--- src/rtl/xlat_pkg.sv ---
package xlat_pkg;
    parameter int VA_W     = 32;
    parameter int PAGE_OFS = 12;
    parameter int NUM_SETS = 8;
    parameter int NUM_WAYS = 4;
    parameter int PPN_W    = 20;

    localparam int SET_W  = $clog2(NUM_SETS);
    localparam int WAY_W  = $clog2(NUM_WAYS);
    localparam int VPN_W  = VA_W - PAGE_OFS;
    localparam int TAG_W  = VPN_W - SET_W;

    // register field positions
    localparam int CMD_BIT = 4;
    localparam int VLD_BIT = 3;
    localparam int HIT_BIT = 4;

    localparam logic SEL_TAG  = 1'b0;
    localparam logic SEL_PHYS = 1'b1;

    typedef struct packed {
        logic dirty;
        logic user;
        logic wrt;
    } attr_t;

    localparam int ATTR_W = $bits(attr_t);

    typedef struct packed {
        logic [TAG_W-1:0] tag;
        attr_t            attr;
        logic [PPN_W-1:0] ppn;
    } entry_t;

    typedef enum logic [1:0] {
        ST_IDLE   = 2'd0,
        ST_COMMIT = 2'd1,
        ST_PROBE  = 2'd2
    } ctl_state_e;
endpackage

--- src/rtl/xlat_store.sv ---
module xlat_store
    import xlat_pkg::*;
(
    input  logic                clk,
    input  logic                rst_n,
    input  logic                flush,
    input  logic                wr_en,
    input  logic [SET_W-1:0]    wr_set,
    input  logic [WAY_W-1:0]    wr_way,
    input  logic                wr_valid,
    input  entry_t              wr_entry,
    input  logic [SET_W-1:0]    rd_a_set,
    output logic [NUM_WAYS-1:0] rd_a_valid,
    output entry_t              rd_a_entry [NUM_WAYS],
    input  logic [SET_W-1:0]    rd_b_set,
    output logic [NUM_WAYS-1:0] rd_b_valid,
    output entry_t              rd_b_entry [NUM_WAYS]
);
    logic [NUM_WAYS-1:0] valid_q [NUM_SETS];
    entry_t              ent_q   [NUM_SETS][NUM_WAYS];
    logic                any_valid;

    // valid bits: reset and flush clear all, flush beats commit
    always_ff @(posedge clk) begin
        if (!rst_n) begin
            for (int s = 0; s < NUM_SETS; s++) valid_q[s] <= '0;
        end else if (flush) begin
            for (int s = 0; s < NUM_SETS; s++) valid_q[s] <= '0;
        end else if (wr_en) begin
            valid_q[wr_set][wr_way] <= wr_valid;
        end
    end

    // payload needs no reset; it is qualified by the valid bit
    always_ff @(posedge clk) begin
        if (wr_en) ent_q[wr_set][wr_way] <= wr_entry;
    end

    assign rd_a_valid = valid_q[rd_a_set];
    assign rd_b_valid = valid_q[rd_b_set];

    for (genvar g = 0; g < NUM_WAYS; g++) begin : g_rd
        assign rd_a_entry[g] = ent_q[rd_a_set][g];
        assign rd_b_entry[g] = ent_q[rd_b_set][g];
    end

    always_comb begin
        any_valid = 1'b0;
        for (int s = 0; s < NUM_SETS; s++) any_valid = any_valid | (|valid_q[s]);
    end

    a_r9_flush_clears: assert property (@(posedge clk) disable iff (!rst_n)
        flush |=> !any_valid)
        else $error("flush left a valid entry");

    a_r4_commit_lands: assert property (@(posedge clk) disable iff (!rst_n)
        (wr_en && !flush) |=> (valid_q[$past(wr_set)][$past(wr_way)] == $past(wr_valid)
                               && ent_q[$past(wr_set)][$past(wr_way)] == $past(wr_entry)))
        else $error("commit did not land in addressed way");
endmodule

--- src/rtl/xlat_match.sv ---
module xlat_match
    import xlat_pkg::*;
(
    input  logic [TAG_W-1:0]    tag,
    input  logic [NUM_WAYS-1:0] valid,
    input  entry_t              ent [NUM_WAYS],
    output logic                hit,
    output logic [WAY_W-1:0]    way,
    output entry_t              entry
);
    logic [NUM_WAYS-1:0] match;

    for (genvar g = 0; g < NUM_WAYS; g++) begin : g_cmp
        assign match[g] = valid[g] && (ent[g].tag == tag);
    end

    // lowest-numbered matching way wins
    always_comb begin
        hit   = 1'b0;
        way   = '0;
        entry = '0;
        for (int w = NUM_WAYS - 1; w >= 0; w--) begin
            if (match[w]) begin
                hit   = 1'b1;
                way   = WAY_W'(w);
                entry = ent[w];
            end
        end
    end
endmodule

--- src/rtl/xlat_testreg_ctl.sv ---
module xlat_testreg_ctl
    import xlat_pkg::*;
(
    input  logic             clk,
    input  logic             rst_n,
    input  logic             tr_wr_en,
    input  logic             tr_sel,
    input  logic [VA_W-1:0]  tr_wdata,
    input  logic             tr_rd_sel,
    output logic [VA_W-1:0]  tr_rdata,
    output logic             tr_busy,
    input  logic             pr_hit,
    input  logic [WAY_W-1:0] pr_way,
    input  entry_t           pr_entry,
    output logic [SET_W-1:0] pr_set,
    output logic [TAG_W-1:0] pr_tag,
    output logic             wr_en,
    output logic [SET_W-1:0] wr_set,
    output logic [WAY_W-1:0] wr_way,
    output logic             wr_valid,
    output entry_t           wr_entry
);
    ctl_state_e state_q, state_d;

    logic [VPN_W-1:0] page_q;
    logic             cmd_q;
    logic             v_q;
    attr_t            attr_q;
    logic [PPN_W-1:0] ppn_q;
    logic             pl_q;
    logic [WAY_W-1:0] rep_q;
    logic             accept;
    logic             unused_bits;

    assign unused_bits = ^{tr_wdata[PAGE_OFS-1:CMD_BIT+1], pr_entry.tag};

    // state register
    always_ff @(posedge clk) begin
        if (!rst_n) state_q <= ST_IDLE;
        else        state_q <= state_d;
    end

    // next state
    always_comb begin
        state_d = state_q;
        unique case (state_q)
            ST_IDLE: begin
                if (tr_wr_en && tr_sel == SEL_TAG)
                    state_d = tr_wdata[CMD_BIT] ? ST_PROBE : ST_COMMIT;
            end
            ST_COMMIT: state_d = ST_IDLE;
            ST_PROBE:  state_d = ST_IDLE;
            default:   state_d = ST_IDLE;
        endcase
    end

    // state-derived outputs
    always_comb begin
        tr_busy = (state_q != ST_IDLE);
        wr_en   = (state_q == ST_COMMIT);
        accept  = (state_q == ST_IDLE) && tr_wr_en;
    end

    assign wr_set   = page_q[SET_W-1:0];
    assign wr_way   = rep_q;
    assign wr_valid = v_q;
    assign wr_entry = '{tag: page_q[VPN_W-1:SET_W], attr: attr_q, ppn: ppn_q};
    assign pr_set   = page_q[SET_W-1:0];
    assign pr_tag   = page_q[VPN_W-1:SET_W];

    // test registers
    always_ff @(posedge clk) begin
        if (!rst_n) begin
            page_q <= '0;
            cmd_q  <= 1'b0;
            v_q    <= 1'b0;
            attr_q <= '0;
            ppn_q  <= '0;
            pl_q   <= 1'b0;
            rep_q  <= '0;
        end else begin
            if (accept && tr_sel == SEL_TAG) begin
                page_q <= tr_wdata[VA_W-1:PAGE_OFS];
                cmd_q  <= tr_wdata[CMD_BIT];
                v_q    <= tr_wdata[VLD_BIT];
                attr_q <= attr_t'(tr_wdata[ATTR_W-1:0]);
            end else if (accept) begin
                ppn_q  <= tr_wdata[PAGE_OFS +: PPN_W];
                rep_q  <= tr_wdata[WAY_W-1:0];
            end
            if (state_q == ST_PROBE) begin
                if (pr_hit) begin
                    pl_q   <= 1'b1;
                    ppn_q  <= pr_entry.ppn;
                    rep_q  <= pr_way;
                    v_q    <= 1'b1;
                    attr_q <= pr_entry.attr;
                end else begin
                    pl_q   <= 1'b0;
                end
            end
        end
    end

    // readback
    always_comb begin
        tr_rdata = '0;
        if (tr_rd_sel == SEL_TAG) begin
            tr_rdata[VA_W-1:PAGE_OFS] = page_q;
            tr_rdata[CMD_BIT]         = cmd_q;
            tr_rdata[VLD_BIT]         = v_q;
            tr_rdata[ATTR_W-1:0]      = attr_q;
        end else begin
            tr_rdata[PAGE_OFS +: PPN_W] = ppn_q;
            tr_rdata[HIT_BIT]           = pl_q;
            tr_rdata[WAY_W-1:0]         = rep_q;
        end
    end

    a_r4_one_cycle_busy: assert property (@(posedge clk) disable iff (!rst_n)
        tr_busy |=> !tr_busy)
        else $error("busy lasted more than one cycle");

    a_r6_hit_sets_flag: assert property (@(posedge clk) disable iff (!rst_n)
        (state_q == ST_PROBE && pr_hit) |=> (pl_q && v_q))
        else $error("probe hit did not set hit flag");

    a_r7_miss_keeps_phys: assert property (@(posedge clk) disable iff (!rst_n)
        (state_q == ST_PROBE && !pr_hit) |=> (!pl_q && $stable(ppn_q) && $stable(rep_q)))
        else $error("probe miss altered physical register");

    a_r8_commit_ignores_writes: assert property (@(posedge clk) disable iff (!rst_n)
        (state_q == ST_COMMIT) |=> ($stable(page_q) && $stable(ppn_q) && $stable(rep_q)))
        else $error("register changed during commit");

    a_r3_flag_not_writable: assert property (@(posedge clk) disable iff (!rst_n)
        (state_q == ST_IDLE && tr_wr_en && tr_sel == SEL_PHYS) |=> $stable(pl_q))
        else $error("hit flag changed by a register write");
endmodule

--- src/rtl/xlat_buffer.sv ---
module xlat_buffer
    import xlat_pkg::*;
(
    input  logic              clk,
    input  logic              rst_n,
    input  logic              flush,
    input  logic [VA_W-1:0]   lk_addr,
    output logic              lk_hit,
    output logic [PPN_W-1:0]  lk_ppn,
    output logic [ATTR_W-1:0] lk_attr,
    input  logic              tr_wr_en,
    input  logic              tr_sel,
    input  logic [VA_W-1:0]   tr_wdata,
    input  logic              tr_rd_sel,
    output logic [VA_W-1:0]   tr_rdata,
    output logic              tr_busy
);
    logic [NUM_WAYS-1:0] a_valid, b_valid;
    entry_t              a_ent [NUM_WAYS];
    entry_t              b_ent [NUM_WAYS];

    logic             wr_en, wr_valid;
    logic [SET_W-1:0] wr_set, pr_set;
    logic [WAY_W-1:0] wr_way, pr_way, lk_way;
    entry_t           wr_entry, pr_entry, lk_entry;
    logic [TAG_W-1:0] pr_tag;
    logic             pr_hit, lk_match;
    logic             unused_lk;

    assign unused_lk = ^{lk_addr[PAGE_OFS-1:0], lk_way, lk_entry.tag};

    xlat_store u_store (
        .clk        (clk),
        .rst_n      (rst_n),
        .flush      (flush),
        .wr_en      (wr_en),
        .wr_set     (wr_set),
        .wr_way     (wr_way),
        .wr_valid   (wr_valid),
        .wr_entry   (wr_entry),
        .rd_a_set   (lk_addr[PAGE_OFS +: SET_W]),
        .rd_a_valid (a_valid),
        .rd_a_entry (a_ent),
        .rd_b_set   (pr_set),
        .rd_b_valid (b_valid),
        .rd_b_entry (b_ent)
    );

    xlat_match u_lk_match (
        .tag   (lk_addr[VA_W-1:PAGE_OFS+SET_W]),
        .valid (a_valid),
        .ent   (a_ent),
        .hit   (lk_match),
        .way   (lk_way),
        .entry (lk_entry)
    );

    xlat_match u_pr_match (
        .tag   (pr_tag),
        .valid (b_valid),
        .ent   (b_ent),
        .hit   (pr_hit),
        .way   (pr_way),
        .entry (pr_entry)
    );

    xlat_testreg_ctl u_ctl (
        .clk       (clk),
        .rst_n     (rst_n),
        .tr_wr_en  (tr_wr_en),
        .tr_sel    (tr_sel),
        .tr_wdata  (tr_wdata),
        .tr_rd_sel (tr_rd_sel),
        .tr_rdata  (tr_rdata),
        .tr_busy   (tr_busy),
        .pr_hit    (pr_hit),
        .pr_way    (pr_way),
        .pr_entry  (pr_entry),
        .pr_set    (pr_set),
        .pr_tag    (pr_tag),
        .wr_en     (wr_en),
        .wr_set    (wr_set),
        .wr_way    (wr_way),
        .wr_valid  (wr_valid),
        .wr_entry  (wr_entry)
    );

    assign lk_hit  = lk_match;
    assign lk_ppn  = lk_match ? lk_entry.ppn  : '0;
    assign lk_attr = lk_match ? lk_entry.attr : '0;

    a_r5_miss_quiet: assert property (@(posedge clk) disable iff (!rst_n)
        !lk_hit |-> (lk_ppn == '0 && lk_attr == '0))
        else $error("lookup miss drove data");
endmodule

--- config.mk ---
export PLATFORM = sky130hd
export DESIGN_NAME = xlat_buffer
export DESIGN_NICKNAME = d
export VERILOG_FILES = /design/src/rtl/xlat_pkg.sv /design/src/rtl/xlat_store.sv /design/src/rtl/xlat_match.sv /design/src/rtl/xlat_testreg_ctl.sv /design/src/rtl/xlat_buffer.sv
export SDC_FILE = /design/constraint.sdc
export NUM_CORES = 2
export LEC_CHECK = 0
export BUFFER_PORTS_ARGS = -buffer_cell sky130_fd_sc_hd__clkbuf_2
export CAP_MARGIN = 20
export CORE_ASPECT_RATIO = 0.8
export CORE_MARGIN = 10
export CORE_UTILIZATION = 55
export DETAILED_ROUTE_END_ITERATION = 16
export PLACE_DENSITY = 0.71
export SYNTH_ARGS = -nofsm -noshare
export SYNTH_HDL_FRONTEND = slang
export SYNTH_SLANG_ARGS = --single-unit
--- constraint.sdc ---
create_clock -name clk -period 6.15 [get_ports clk]
set_input_delay 1.23 -clock clk [delete_from_list [all_inputs] [get_ports clk]]
set_output_delay 1.23 -clock clk [all_outputs]
set_load 0.02 [all_outputs]
==> results.py <==
metrics = {
    "cts": {
        "worstSkewPairLatency_ns": 0.78,
        "cts.htree.levels": 4,
        "path_clk_slew_ns": 0.06,
        "clkSinkCount": 1365,
        "cts_tree": "yes",
        "numCtsBuffers": 139,
        "clockBufferDepth": 3,
        "cts_root_buf": "clkbuf_16",
    },
    "yosys": {
        "synth_edf_count": 1312,
        "yosys.area.top_type": "edfxtp_1",
        "synth_top_area_frac": 0.605,
        "yosysUniqueCellTypes": 68,
        "synth_warnings": 0,
        "syn_inst": 3543,
        "yosysSeqAreaShare": 0.621,
        "ys_ff_latch": 1365,
        "avgSynthCellArea_um2": 18.4,
        "async_flop_share": 0,
        "ys.flop_type": "edfxtp_1",
        "syn_area_um2": 65100,
        "synthTopCellsByArea": "edfxtp_1 (60%), mux4_2 (21%), mux2i_1 (4.3%)",
    },
    "setup_path": {
        "worstReg2RegEnd": "u_ctl.ppn_q[8]",
        "path_depth": 14,
        "cpMaxStageDelayCell": "buf_4",
        "worst-setup-path-type": "in -> out",
        "cp_max_fo": 43,
        "r2r_slack_ns": 1.00,
        "startpoint_type": "input port",
        "cp-end-kind": "output pin",
        "crit_family": "buffers and inverters",
        "cp_cell_sequence": "buf_8 > buf_12 > buf_4 > mux4_2 > mux2i_1 > xor2_1 > and3_1 > o211ai_1 > buf_12 > nor2_1 > o21ai_0 > o21ai_1 > buf_4 > clkbuf_2",
        "cp_num_buf_inv": 6,
        "required_ns": 4.92,
        "rr_worst_depth": 11,
        "crit_arrival_ns": 4.92,
        "critPathMaxStageDelay_ns": 0.60,
        "crit_end": "lk_ppn[11]",
        "crit_start": "lk_addr[13]",
    },
    "die": {
        "row_count": 112,
        "fp.dieW_um": 405,
        "dieArea_um2": 133000,
        "io_pins": 127,
        "die_h_um": 328,
        "initial_core_util": 0.556,
        "coreArea_um2": 117000,
    },
    "sta": {
        "period_minus_slack_ns": 6.15,
        "finalSetupViolCount": 1,
        "holdWs_ns": 0.459,
        "worstMarginPinSlew_ns": 1.14,
        "clock.fmax_mhz": 163,
        "rsz0062_at_grt": "yes",
        "period_share": 1.00,
        "slew_headroom": 0.238,
        "hold_viol": 0,
        "drv_slew": 0,
        "timing.final.ws_setup_ns": -0.00156,
        "finClkSkew_ns": 0.0374,
    },
    "cells_and_area": {
        "mostFrequentLayoutCells": "edfxtp_1 (1,312), mux4_2 (613), mux2i_1 (280)",
        "final_common_cell": "edfxtp_1",
        "nNetsFinal": 3800,
        "area_delta_synth_final_pct": 12.3,
        "layout-drive-gt1-share": 0.349,
    },
    "power": {
        "power.total_mw": 20.3,
        "irDropWorstVdd_v": 0.000260,
        "power_density_nw_per_um2": 278,
        "p_leak_nw": 24.4,
    },
    "route": {
        "firstDrtPassIters": 6,
        "drt_drc_violations_left": 0,
        "drt-vias-per-instance": 7.31,
        "routedWlPerCell_um": 37.3,
        "detail_route.wirelength_um": 201000,
        "num_vias": 39300,
        "ant_nets": 0,
        "drt_iter0_drc": 6026,
    },
    "global_routing": {
        "track_usage": 0.298,
        "grt_max_degree": 81,
        "antenna_found_initial": 6,
        "overflow": 0,
        "grt_pass1_wl_um": 283000,
        "grt_pass1_vias": 39800,
    },
    "place": {
        "portBuffers": 100,
        "pre_cts_slack_ns": -0.257,
        "gp_congestion": 0.860,
        "dpl.hpwl_um": 118000,
    },
    "outcome": {
        "failed_checks": "setup timing",
        "status": "finished, violations left",
    },
    "job": {
        "cap_viol_max_count": 0,
    },
    "hold_path": {
        "hp-class": "reg -> reg",
    },
}
## where the power goes
part,internal (mW),leakage (nW),switching (mW)
registers,10.2,13.2,0.0834
clock network,4.93,2.20,3.64
logic,0.647,9.00,0.851
## layer usage
metal | track usage | up-vias | wire length [um]
li1 | - | 15100 | -
met1 | 0.415 | 20600 | 73300
met2 | 0.435 | 3140 | 89800
met3 | 0.103 | 493 | 29700
met4 | 0.110 | 4 | 7850
met5 | 0 | - | 33
## what timing repair did
action	4_1_cts	5_1_grt
resized for setup	2	27
pin swaps	0	4
hold buffers	0	0
gates cloned	0	2
setup endpoints to repair	1	20
setup buffers	0	4
## worst min-delay path, delay by kind of cell, from the launching register on
kind | cells | cell delay, ns
AO/OA/AOI/OAI | 1 | 0.05
AND/OR/NAND/NOR | 1 | 0.05
flip-flops | 1 | 0.31
## registers in the layout, indices dropped and copies added (netlist names), 2 cells and up, named ones only
signal           flops
u_ctl.ppn_q         20
u_ctl.state_q        2
u_ctl.page_q        20
u_store.ent_q     1280
u_ctl.wr_way         2
u_ctl.wr_entry       3
u_store.valid_q     32
## how the worst min path moves through the flow
| stage | startpoint | endpoint | slack, ns | cells past startpoint |
|---|---|---|---|---|
| global route | u_ctl.page_q[6] | u_ctl.page_q[6] | 0.48 | 2 |
| CTS | u_ctl.page_q[6] | u_ctl.page_q[6] | 0.46 | 2 |
| detailed placement | u_ctl.page_q[6] | u_ctl.page_q[6] | 0.45 | 2 |
| floorplan | u_ctl.pl_q | u_ctl.pl_q | 0.43 | 2 |
| global placement | u_ctl.pl_q | u_ctl.pl_q | 0.44 | 2 |
| finish | u_ctl.cmd_q | u_ctl.cmd_q | 0.46 | 2 |
## cell type report
| cell class | instances | area, um2 |
|---|---|---|
| antenna | 1 | 2.50 |
| clock inverter | 77 | 786 |
| multi-input combinational | 1866 | 23300 |
| clock buffer | 175 | 3760 |
| sequential | 1365 | 40500 |
| fill | 8074 | 44000 |
| tap | 1539 | 1930 |
| timing repair buffer | 320 | 2750 |
| inverter | 38 | 143 |
## per-stage QoR
stage                     cells  setup TNS (ns)  instance area [um2]  utilization
final                      5381        -0.00156                73100        0.624
after CTS                  5357               0                72600        0.620
after global routing       5380        -0.00345                73100        0.624
after global placement     5103          -0.251                68000        0.581
after floorplan            3549               0                65200            -
after detailed placement   5105          -0.257                68100        0.581
## cells in the mapped netlist (3+ instances only)
library cell	number
and4_1	3
nor2_1	70
nand4_1	59
nand2_1	217
a211oi_1	4
xnor2_1	51
and2_1	7
nor3_1	10
nor2b_1	12
and4b_1	3
mux4_2	613
and3_1	11
or3_1	5
o21a_1	4
buf_6	11
a22oi_1	14
nor4_2	3
o21ai_0	58
buf_1	25
a22o_1	15
o2111ai_1	25
clkbuf_1	143
nor4_1	14
o22ai_1	7
buf_2	74
xor2_1	73
o311ai_0	21
mux2i_1	283
mux2_2	144
buf_4	27
nor3b_1	3
edfxtp_1	1312
nand2b_1	6
dfxtp_1	53
a21o_1	24
a221oi_1	6
nand3_1	11
a21oi_1	51
inv_1	38
## logic make-up (layout without fill, tap and decap cells)
logic type	count (synthesis)	in the layout	share of synthesized area
mux	1040	1040	0.280
buf+inv	318	610	0.0226
compound gates	244	244	0.0257
other cells	1	8	0.0000576
simple gates	451	451	0.0335
flops	1365	1365	0.621
xor+xnor	124	124	0.0167
Power figures use the tool's default switching activity.
